### config.mk
export PLATFORM = sky130hd
export DESIGN_NAME = rdlvl_seq
export DESIGN_NICKNAME = d
export VERILOG_FILES = /design/src/rtl/rdlvl_pkg.sv /design/src/rtl/rdlvl_settle.sv /design/src/rtl/rdlvl_win.sv /design/src/rtl/rdlvl_seq.sv
export SDC_FILE = /design/constraint.sdc
export NUM_CORES = 1
export LEC_CHECK = 0
export BUFFER_PORTS_ARGS = -buffer_cell sky130_fd_sc_hd__buf_2
export CORE_MARGIN = 2
export CORE_UTILIZATION = 50
export CTS_BUF_LIST = sky130_fd_sc_hd__clkbuf_4 sky130_fd_sc_hd__clkbuf_8
export DETAILED_ROUTE_END_ITERATION = 7
export PLACE_DENSITY_LB_ADDON = 0.2
export SLEW_MARGIN = 25
export SYNTH_ARGS = -nofsm -noshare
export SYNTH_HDL_FRONTEND = slang
export SYNTH_SLANG_ARGS = --single-unit
export TNS_END_PERCENT = 10
### constraint.sdc
create_clock -name clk -period 3.7 [get_ports clk]
set_clock_uncertainty 0.15 [all_clocks]
set_input_delay 0.74 -clock clk [delete_from_list [all_inputs] [get_ports clk]]
set_output_delay 0.74 -clock clk [all_outputs]
set_load 0.1 [all_outputs]
### src/rtl/rdlvl_pkg.sv
package rdlvl_pkg;

  typedef enum logic [2:0] {
    ST_IDLE,
    ST_WLVL,
    ST_SETTLE,
    ST_SAMPLE,
    ST_MID
  } seq_st_e;

  typedef enum logic {
    STG_GATE = 1'b0,
    STG_EYE  = 1'b1
  } sweep_stg_e;

endpackage

### src/rtl/rdlvl_settle.sv
module rdlvl_settle #(
  parameter int SETTLE = 8
) (
  input  logic clk,
  input  logic rst_n,
  input  logic run,
  output logic expired
);
  localparam int CW = (SETTLE > 1) ? $clog2(SETTLE) : 1;
  localparam logic [CW-1:0] LAST = CW'(SETTLE - 1);

  logic [CW-1:0] cnt;

  always_ff @(posedge clk) begin
    if (!rst_n)        cnt <= '0;
    else if (!run)     cnt <= '0;
    else if (!expired) cnt <= cnt + 1'b1;
  end

  assign expired = run && (cnt == LAST);

  // expiry lasts a single cycle because the sequencer leaves the settle phase
  assert_expire_once_R2: assert property (@(posedge clk) disable iff (!rst_n)
    expired |=> !expired);

endmodule

### src/rtl/rdlvl_win.sv
module rdlvl_win #(
  parameter int TAP_W   = 6,
  parameter int MIN_WIN = 2
) (
  input  logic             clk,
  input  logic             rst_n,
  input  logic             clr,
  input  logic             smp,
  input  logic             pass,
  input  logic [TAP_W-1:0] tap,
  output logic [TAP_W-1:0] mid,
  output logic             bad
);
  localparam logic [TAP_W:0] MINW = (TAP_W+1)'(MIN_WIN);

  logic             found;
  logic [TAP_W-1:0] lo, hi;
  logic [TAP_W:0]   sum, width;

  always_ff @(posedge clk) begin
    if (!rst_n || clr) begin
      found <= 1'b0;
      lo    <= '0;
      hi    <= '0;
    end else if (smp && pass) begin
      if (!found) begin
        found <= 1'b1;
        lo    <= tap;
      end
      hi <= tap;
    end
  end

  assign sum   = {1'b0, lo} + {1'b0, hi};
  assign mid   = sum[TAP_W:1];
  assign width = {1'b0, hi} - {1'b0, lo} + 1'b1;
  assign bad   = !found || (width < MINW);

  assert_win_order_R5: assert property (@(posedge clk) disable iff (!rst_n)
    found |-> (lo <= hi));

  assert_first_edge_R7: assert property (@(posedge clk) disable iff (!rst_n)
    $rose(found) |-> (lo == hi));

endmodule

### src/rtl/rdlvl_seq.sv
module rdlvl_seq
  import rdlvl_pkg::*;
#(
  parameter int LANES   = 4,
  parameter int TAP_W   = 6,
  parameter int SETTLE  = 8,
  parameter int MIN_WIN = 2
) (
  input  logic                   clk,
  input  logic                   rst_n,
  input  logic                   start_i,
  output logic                   busy_o,
  output logic                   done_o,
  output logic                   fail_o,
  output logic [LANES-1:0]       lane_err_o,
  output logic                   wl_req_o,
  input  logic                   wl_ack_i,
  output logic                   trial_stage_o,
  output logic [TAP_W-1:0]       trial_tap_o,
  output logic [LANES*TAP_W-1:0] trial_gate_o,
  output logic                   cmp_ready_o,
  input  logic                   cmp_valid_i,
  input  logic [LANES-1:0]       cmp_pass_i,
  output logic [LANES*TAP_W-1:0] gate_dly_o,
  output logic [LANES*TAP_W-1:0] eye_dly_o
);
  localparam logic [TAP_W-1:0] TAP_LAST = '1;

  seq_st_e    state;
  sweep_stg_e stage;
  logic [TAP_W-1:0] tap;

  logic [LANES-1:0][TAP_W-1:0] gmid_q, gate_q, eye_q, w_mid, tg;
  logic [LANES-1:0] gbad_q, w_bad, err_q, run_err;
  logic fail_q, done_q, settle_exp, win_clr, win_smp;

  assign win_clr = (state == ST_WLVL) || (state == ST_MID);
  assign win_smp = (state == ST_SAMPLE) && cmp_valid_i;

  rdlvl_settle #(.SETTLE(SETTLE)) u_settle (
    .clk     (clk),
    .rst_n   (rst_n),
    .run     (state == ST_SETTLE),
    .expired (settle_exp)
  );

  for (genvar l = 0; l < LANES; l++) begin : g_lane
    rdlvl_win #(.TAP_W(TAP_W), .MIN_WIN(MIN_WIN)) u_win (
      .clk   (clk),
      .rst_n (rst_n),
      .clr   (win_clr),
      .smp   (win_smp),
      .pass  (cmp_pass_i[l]),
      .tap   (tap),
      .mid   (w_mid[l]),
      .bad   (w_bad[l])
    );
    assign run_err[l] = gbad_q[l] | w_bad[l];
    assign tg[l]      = (stage == STG_EYE) ? gmid_q[l] : tap;
  end

  always_ff @(posedge clk) begin
    if (!rst_n) begin
      state  <= ST_IDLE;
      stage  <= STG_GATE;
      tap    <= '0;
      gmid_q <= '0;
      gbad_q <= '0;
      gate_q <= '0;
      eye_q  <= '0;
      err_q  <= '0;
      fail_q <= 1'b0;
      done_q <= 1'b0;
    end else begin
      done_q <= 1'b0;
      unique case (state)
        ST_IDLE: begin
          if (start_i) begin
            state  <= ST_WLVL;
            err_q  <= '0;
            fail_q <= 1'b0;
          end
        end
        ST_WLVL: begin
          if (wl_ack_i) begin
            state <= ST_SETTLE;
            stage <= STG_GATE;
            tap   <= '0;
          end
        end
        ST_SETTLE: begin
          if (settle_exp) state <= ST_SAMPLE;
        end
        ST_SAMPLE: begin
          if (cmp_valid_i) begin
            if (tap == TAP_LAST) begin
              state <= ST_MID;
            end else begin
              tap   <= tap + 1'b1;
              state <= ST_SETTLE;
            end
          end
        end
        ST_MID: begin
          if (stage == STG_GATE) begin
            gmid_q <= w_mid;
            gbad_q <= w_bad;
            stage  <= STG_EYE;
            tap    <= '0;
            state  <= ST_SETTLE;
          end else begin
            for (int l = 0; l < LANES; l++) begin
              if (!run_err[l]) begin
                gate_q[l] <= gmid_q[l];
                eye_q[l]  <= w_mid[l];
              end
            end
            err_q  <= run_err;
            fail_q <= |run_err;
            done_q <= 1'b1;
            state  <= ST_IDLE;
          end
        end
        default: state <= ST_IDLE;
      endcase
    end
  end

  assign busy_o        = (state != ST_IDLE);
  assign done_o        = done_q;
  assign fail_o        = fail_q;
  assign lane_err_o    = err_q;
  assign wl_req_o      = (state == ST_WLVL);
  assign cmp_ready_o   = (state == ST_SAMPLE);
  assign trial_stage_o = stage;
  assign trial_tap_o   = tap;
  assign trial_gate_o  = tg;
  assign gate_dly_o    = gate_q;
  assign eye_dly_o     = eye_q;

  assert_wl_from_idle_R10: assert property (@(posedge clk) disable iff (!rst_n)
    $rose(wl_req_o) |-> $past(state == ST_IDLE));

  assert_ready_after_settle_R2: assert property (@(posedge clk) disable iff (!rst_n)
    $rose(cmp_ready_o) |-> $past(settle_exp));

  assert_hold_ready_R4: assert property (@(posedge clk) disable iff (!rst_n)
    (cmp_ready_o && !cmp_valid_i) |=> cmp_ready_o);

  assert_tap_step_R3: assert property (@(posedge clk) disable iff (!rst_n)
    (cmp_ready_o && cmp_valid_i && (trial_tap_o != TAP_LAST)) |=>
      (trial_tap_o == $past(trial_tap_o) + 1'b1));

  assert_no_cmp_in_wl_R1: assert property (@(posedge clk) disable iff (!rst_n)
    wl_req_o |-> !cmp_ready_o);

  assert_hold_outputs_R11: assert property (@(posedge clk) disable iff (!rst_n)
    !done_o |-> ($stable(gate_dly_o) && $stable(eye_dly_o)));

  assert_fail_flag_R8: assert property (@(posedge clk) disable iff (!rst_n)
    done_o |-> (fail_o == (lane_err_o != '0)));

endmodule

==> qor.yml, run 1 <==
outcome: "completed"
io-pin-count: 97
layout.nets: 1056
postCtsResizedCells: 0
finalSetupTns_ns: 0
synth_top_area_share: 0.393
fin_crit_sh: 0.823
crit_path_end_kind: "register"
wl_per_cell_um: 15.9
gp_congestion: 0.857
vias_per_cell: 5.37
final_cell_mix: "sky130_fd_sc_hd__dfxtp_1 (147), sky130_fd_sc_hd__nand2_1 (124), sky130_fd_sc_hd__nor2_1 (110)"
mostFrequentLayoutCell: "sky130_fd_sc_hd__dfxtp_1"
area_growth_syn_to_layout_pct: 13.6
n_antenna_cell: 0
rsz0062_at_grt: "false"
power_frac_clock: 0.418
place_area_um2: 8110
multiInputGateArea_um2: 4090
synth_flop_cell: "sky130_fd_sc_hd__dfxtp_1"
sw_ratio: 0.265
grt_antenna_before_repair: 0
die_height_um: 126
synth-edff-count: 0
register_area_um2: 2940
cts_hold_buffers: 0
cts_tree: "done"
cell_area_synth_um2: 7500
vdd_drop_max_mv: 0.216
drc: 0
n_fill_cell: 1344
dp_slack_ns: 0.668
synth.avg_cell_area_um2: 8.36
cts_setup_buffers: 0
synth_seq_area_share: 0.393
timing.critical_path.from_type: "register"
horizontal_extent_of_the_die_um: 126
leakage_uw: 0.00421
hold_ws_ns: 0.296
core_area_um2: 14600
setup_viol: 0
crit_fanout: 11
drt_first_iter_violations: 527
port_buffers: 96
share_of_synthesized_flip_flops_with_an_asynchronous_set_or_reset: 0
dpl.hpwl_mm: 13.6
post_route_cells_drive_above_1_share: 0.154
power_density_nw_per_um2: 358
cts_buffers: 17
syn-instance-count: 897
clock.fmax_mhz: 329
worst_skew_pair.late_latency_ns: 0.46
global_route.usage.total: 0.236
max-slew-margin-rel: 0.439
post_synth_main_area_contributors: "sky130_fd_sc_hd__dfxtp_1 (39%), sky130_fd_sc_hd__ha_1 (11%), sky130_fd_sc_hd__mux2i_1 (6.3%), sky130_fd_sc_hd__nand2_1 (6.2%), sky130_fd_sc_hd__nor2_1 (5.5%)"
floorplan.die_area_um2: 16000
grt_pass1_vias: 5717
worst_setup_hold_path_clk_slew_ns: 0.09
power.sequential.fraction: 0.524
worst_slack_ns: 0.657
worst_hold_path_type: "reg2reg"
yosys_warnings: 0
cts_htree_levels: 4
initial_core_util: 0.514
maximum_number_of_pins_on_one_net_before_global_route_repair: 66
clockRootBuffer: "sky130_fd_sc_hd__clkbuf_8"
final_cell_area_um2: 8520
cap_viol_max_count: 0
synth.distinct_cells: 50
antenna_left: 0
ys_ff_latch: 147
tritoncts_num_sinks: 147
tritonroute_pass_1_iters: 5
comb_power_share: 0.058
timing.final.hold_violations: 0
finalWirelength_mm: 18.6
internal_power_uw: 2240
grt.overflow.total: 0
critPathArrivalTime_ns: 3.24
fp-row-count: 44
first_pass_grt_wire_length_mm: 30.1
synth.largest_area_cell: "sky130_fd_sc_hd__dfxtp_1"
cts.path.max_buffers: 2
worst_pin_slew_ns: 0.838
worstSetupPathType: "reg2reg"
vias: 6302
report.power.total_uw: 3050
p_switching_uw: 806
slew_viol_final: 0
critical_path_required_ns: 3.90
net_count_synth: 977
timing.final.crit_period_ns: 3.04
==> path summary, 6_finish.rpt <==
kind / cells past startpoint / endpoint / startpoint / slack (ns)
max: 9 / gate_dly_o[22] / g_lane[3].u_win.lo[2] / 0.66
min: 2 / fail_o / fail_o / 0.30
max reg2reg: 9 / gate_dly_o[22] / g_lane[3].u_win.lo[2] / 0.66
min reg2reg: 2 / fail_o / fail_o / 0.30
==> cells by family (layout without fill, tap and decap cells) <==
| logic type | count (synthesis) | in the layout | synth area share |
|---|---|---|---|
| AO/OA/AOI/OAI | 170 | 170 | 0.141 |
| buffers and inverters | 120 | 212 | 0.0639 |
| flip-flops | 147 | 147 | 0.393 |
| adder cells (fa/ha/maj) | 71 | 71 | 0.127 |
| multiplexers | 47 | 47 | 0.0628 |
| XOR/XNOR | 27 | 27 | 0.0315 |
| AND/OR/NAND/NOR | 315 | 315 | 0.182 |
==> layout make-up <==
class,instances,share of cell area
multi-input cells,630,0.480
flip-flops and latches,147,0.346
repair buffers,107,0.0676
inverters,73,0.0322
clock buffers,18,0.0291
well taps,184,0.0270
clock inverters,14,0.0182
==> state kept, by name (all words and copies together) (netlist names) <==
register / count
gmid_q: 24
trial_stage_o: 1
u_settle.cnt: 3
gbad_q: 4
g_lane.u_win.found: 4
eye_dly_o: 24
state: 3
lane_err_o: 4
trial_tap_o: 6
done_o: 1
fail_o: 1
g_lane.u_win.hi: 24
g_lane.u_win.lo: 24
gate_dly_o: 24
==> per-stage QoR <==
stage / utilization / cells
global route: 0.584 / 1173
finish: 0.584 / 1173
global placement: 0.556 / 1141
CTS: 0.584 / 1173
detailed placement: 0.556 / 1141
floorplan: - / 897
==> critical path, stage by stage (launching register included) <==
cell,delay (ns)
sky130_fd_sc_hd__dfxtp_1,0.35
sky130_fd_sc_hd__inv_1,0.05
sky130_fd_sc_hd__ha_1,0.36
sky130_fd_sc_hd__ha_1,0.32
sky130_fd_sc_hd__a211oi_1,0.30
sky130_fd_sc_hd__nor4_1,0.09
sky130_fd_sc_hd__o2111ai_1,0.27
sky130_fd_sc_hd__nand3_1,0.58
sky130_fd_sc_hd__mux2i_1,0.38
sky130_fd_sc_hd__nor2_1,0.07
==> Yosys cell counts, types with 2 or more instances <==
library cell / n
sky130_fd_sc_hd__nand2_1: 124
sky130_fd_sc_hd__dfxtp_1: 147
sky130_fd_sc_hd__o2111ai_1: 3
sky130_fd_sc_hd__and3_1: 2
sky130_fd_sc_hd__clkbuf_1: 33
sky130_fd_sc_hd__buf_1: 5
sky130_fd_sc_hd__a22oi_1: 4
sky130_fd_sc_hd__mux2i_1: 47
sky130_fd_sc_hd__nand4_1: 4
sky130_fd_sc_hd__o21ai_0: 36
sky130_fd_sc_hd__a221oi_1: 2
sky130_fd_sc_hd__buf_2: 7
sky130_fd_sc_hd__nand2b_1: 2
sky130_fd_sc_hd__a31oi_1: 4
sky130_fd_sc_hd__inv_1: 72
sky130_fd_sc_hd__nor3b_1: 3
sky130_fd_sc_hd__and2_1: 4
sky130_fd_sc_hd__a211oi_1: 19
sky130_fd_sc_hd__ha_1: 63
sky130_fd_sc_hd__a21oi_1: 74
sky130_fd_sc_hd__xor2_1: 9
sky130_fd_sc_hd__nor4bb_1: 4
sky130_fd_sc_hd__nor4_1: 4
sky130_fd_sc_hd__nor3_1: 19
sky130_fd_sc_hd__nor2b_1: 7
sky130_fd_sc_hd__o21ai_1: 2
sky130_fd_sc_hd__nand3_1: 27
sky130_fd_sc_hd__nor2_1: 110
sky130_fd_sc_hd__o21bai_1: 9
sky130_fd_sc_hd__fa_1: 8
sky130_fd_sc_hd__xnor2_1: 18
sky130_fd_sc_hd__o31ai_1: 4
sky130_fd_sc_hd__o221a_2: 4
==> per-layer routing <==
metal	GRT usage	share of wire	up-vias
met3	0.0460	0.050	24
met4	0.0840	0.019	0
met5	0	0	-
li1	-	-	3176
met1	0.340	0.49	2957
met2	0.355	0.44	145
==> power groups by stage <==
stage	registers [uW]	clock network, uW	logic (uW)
2_1_floorplan	1630	0	128
3_3_place_gp	1630	0	175
3_5_place_dp	1630	0	175
4_1_cts	1600	1300	175
5_1_grt	1600	1360	185
6_report	1600	1280	177
Note: power is estimated with default switching activity, not from simulation.
==> run 2, diff against run 1 <==
==> constraint.sdc (replaced) <==
create_clock -name clk -period 2.5 [get_ports clk]
set_clock_uncertainty 0.15 [all_clocks]
set_input_delay 0.5 -clock clk [delete_from_list [all_inputs] [get_ports clk]]
set_output_delay 0.5 -clock clk [all_outputs]
set_load 0.1 [all_outputs]
==> run 2 against run 1 <==
Compared with the run above:
- the run now ends with setup timing left
- design area increased by 9.9%
- sequential power rose by 48%
- via count is 5.7% higher
- global-route usage increased by 1.8 points
- count of clock-buffer cells in the layout decreased by 1
- die area unchanged
- highest routed layer unchanged
==> qor.yml, run 2 (synthesis results as in run 1) <==
fin_crit_sh: 1.08
rr_startpoint: "g_lane[2].u_win.hi[1]"
vdd_drop_max_mv: 0.343
min_delay_path_depth: 3
horizontal_extent_of_the_die_um: 126
grt.overflow.total: 0
final_cell_mix: "sky130_fd_sc_hd__dfxtp_1 (133), sky130_fd_sc_hd__nand2_1 (119), sky130_fd_sc_hd__nor2_1 (110)"
port_buffers: 96
cts.path.max_buffers: 2
clock.fmax_mhz: 372
initial_core_util: 0.514
cap_viol_max_count: 0
area_growth_syn_to_layout_pct: 24.9
holdCritStartpoint: "cmp_pass_i[0]"
place_area_um2: 8710
grt_antenna_before_repair: 0
clockRootBuffer: "sky130_fd_sc_hd__clkbuf_8"
power_frac_clock: 0.416
cts_buffers: 17
report.power.total_uw: 4530
worst_hold_path_type: "in2reg"
leakage_uw: 0.00463
wl_per_cell_um: 15.9
tritonroute_pass_1_iters: 7
chain_of_cells_forming_the_critical_path: "inv_2, ha_4, inv_2, ha_4, inv_2, fa_2, xnor2_2, a2111oi_4, o32ai_4, buf_6, a21oi_2, nor2_1, o21a_1"
crit_top_cell: "sky130_fd_sc_hd__inv_2"
r2r_slack_ns: -0.19
hold-path-endpoint: "g_lane[0].u_win.hi[0]"
first_pass_grt_wire_length_mm: 32.6
timing.final.crit_period_ns: 2.69
vias_per_cell: 5.36
failed_checks: "setup timing"
timing.critical_path.from_type: "register"
fp-row-count: 44
grt.met3_usage: 0.0561
crit_path_top_delay_cell: "sky130_fd_sc_hd__a2111oi_4"
global_route.usage.total: 0.254
worst_pin_slew_ns: 0.684
slew_viol_final: 0
cts_htree_levels: 4
dp_slack_ns: -0.281
worst_slack_ns: -0.190
worstSetupPathType: "reg2reg"
grt_pass1_vias: 6432
grt.met1_usage: 0.345
timing.final.hold_violations: 0
tritoncts_num_sinks: 147
crit-reg2reg-capture: "eye_dly_o[16]"
dpl.hpwl_mm: 14.5
setup_viol: 37
final_cell_area_um2: 9360
power.sequential.fraction: 0.522
cpPeakStageDelay_ns: 0.42
crit_path_end_kind: "register"
critPathArrivalTime_ns: 2.89
maximum_number_of_pins_on_one_net_before_global_route_repair: 59
p_switching_uw: 1210
outcome: "finished with violations"
finalWirelength_mm: 19.7
crit_fanout: 5
drt_first_iter_violations: 390
layout.nets: 1125
post_route_cells_drive_above_1_share: 0.261
comb_power_share: 0.062
top_usage_layer: "met2"
r2r.worst_path.cells: 13
sw_ratio: 0.267
die_height_um: 126
internal_power_uw: 3320
mostFrequentLayoutCell: "sky130_fd_sc_hd__dfxtp_1"
drc: 0
floorplan.die_area_um2: 16000
grtUsageMet2: 0.411
gp_congestion: 0.853
cts_tree: "done"
power_density_nw_per_um2: 484
vias: 6660
antenna_left: 0
worst_skew_pair.late_latency_ns: 0.45
n_antenna_cell: 0
max-slew-margin-rel: 0.542
core_area_um2: 14600
critical_path_required_ns: 2.70
io-pin-count: 97
rsz0062_at_grt: "true"
post-route-util: 0.642
worst_setup_hold_path_clk_slew_ns: 0.09
==> run 2: through the flow <==
step	hold slack, ns	setup TNS (ns)	cells
2_1_floorplan	0.303	-8.01	897
3_3_place_gp	0.282	-6.45	1208
3_5_place_dp	0.288	-8.67	1209
4_1_cts	0.206	-4.70	1242
5_1_grt	0.237	-9.68	1242
6_report	0.232	-3.43	1242
==> run 2: timing repair <==
action / 4_1_cts / 5_1_grt
buffers inserted: 0 / 0
pin swaps: 13 / 9
hold buffers: 0 / 0
endpoints found under the setup margin: 61 / 64
hold endpoints to repair: 0 / 0
gates cloned: 1 / 0
gates resized for setup: 32 / 36
==> run 2: worst max-delay path by stage <==
stage                     startpoint             end  slack [ns]  cells after the start
2_1_floorplan  g_lane[2].u_win.hi[1]   eye_dly_o[13]       -0.25                     13
3_3_place_gp   g_lane[2].u_win.hi[1]  gate_dly_o[15]       -0.22                     12
3_5_place_dp   g_lane[2].u_win.hi[1]   eye_dly_o[17]       -0.28                     12
4_1_cts        g_lane[2].u_win.hi[1]   eye_dly_o[17]       -0.20                     12
5_1_grt        g_lane[2].u_win.hi[1]   eye_dly_o[16]       -0.31                     13
6_report       g_lane[2].u_win.hi[1]   eye_dly_o[16]       -0.19                     13
==> run 2: power by group through the flow <==
stage | combinational, uW | sequential [uW] | clock (uW)
after floorplan | 189 | 2420 | 0
after global placement | 265 | 2420 | 0
after detailed placement | 274 | 2420 | 0
after CTS | 279 | 2370 | 1920
after global routing | 295 | 2370 | 2020
final | 281 | 2370 | 1880
==> run 2: critical path, delay by kind of cell, from the launching register on <==
family | cells | cell delay, ns
AOI/OAI and AO/OA | 4 | 0.84
xor gates and xnor gates | 1 | 0.16
adders and majority gates | 3 | 0.73
buffers and inverters | 4 | 0.34
DFF | 1 | 0.34
and+or+nand+nor | 1 | 0.05
==> run 2: routing by layer <==
layer | share of wire | vias up
li1 | - | 3307
met1 | 0.47 | 3132
met2 | 0.46 | 199
met3 | 0.062 | 22
met4 | 0.014 | 0
met5 | 0 | -
==> run 2: area by class of cell <==
class,instances,area [um2]
Tap cell,184,230
Fill cell,1258,5230
Timing Repair Buffer,175,1200
Sequential cell,147,2960
Clock buffer,17,234
Multi-Input combinational cell,631,4290
Clock inverter,15,170
Inverter,73,274
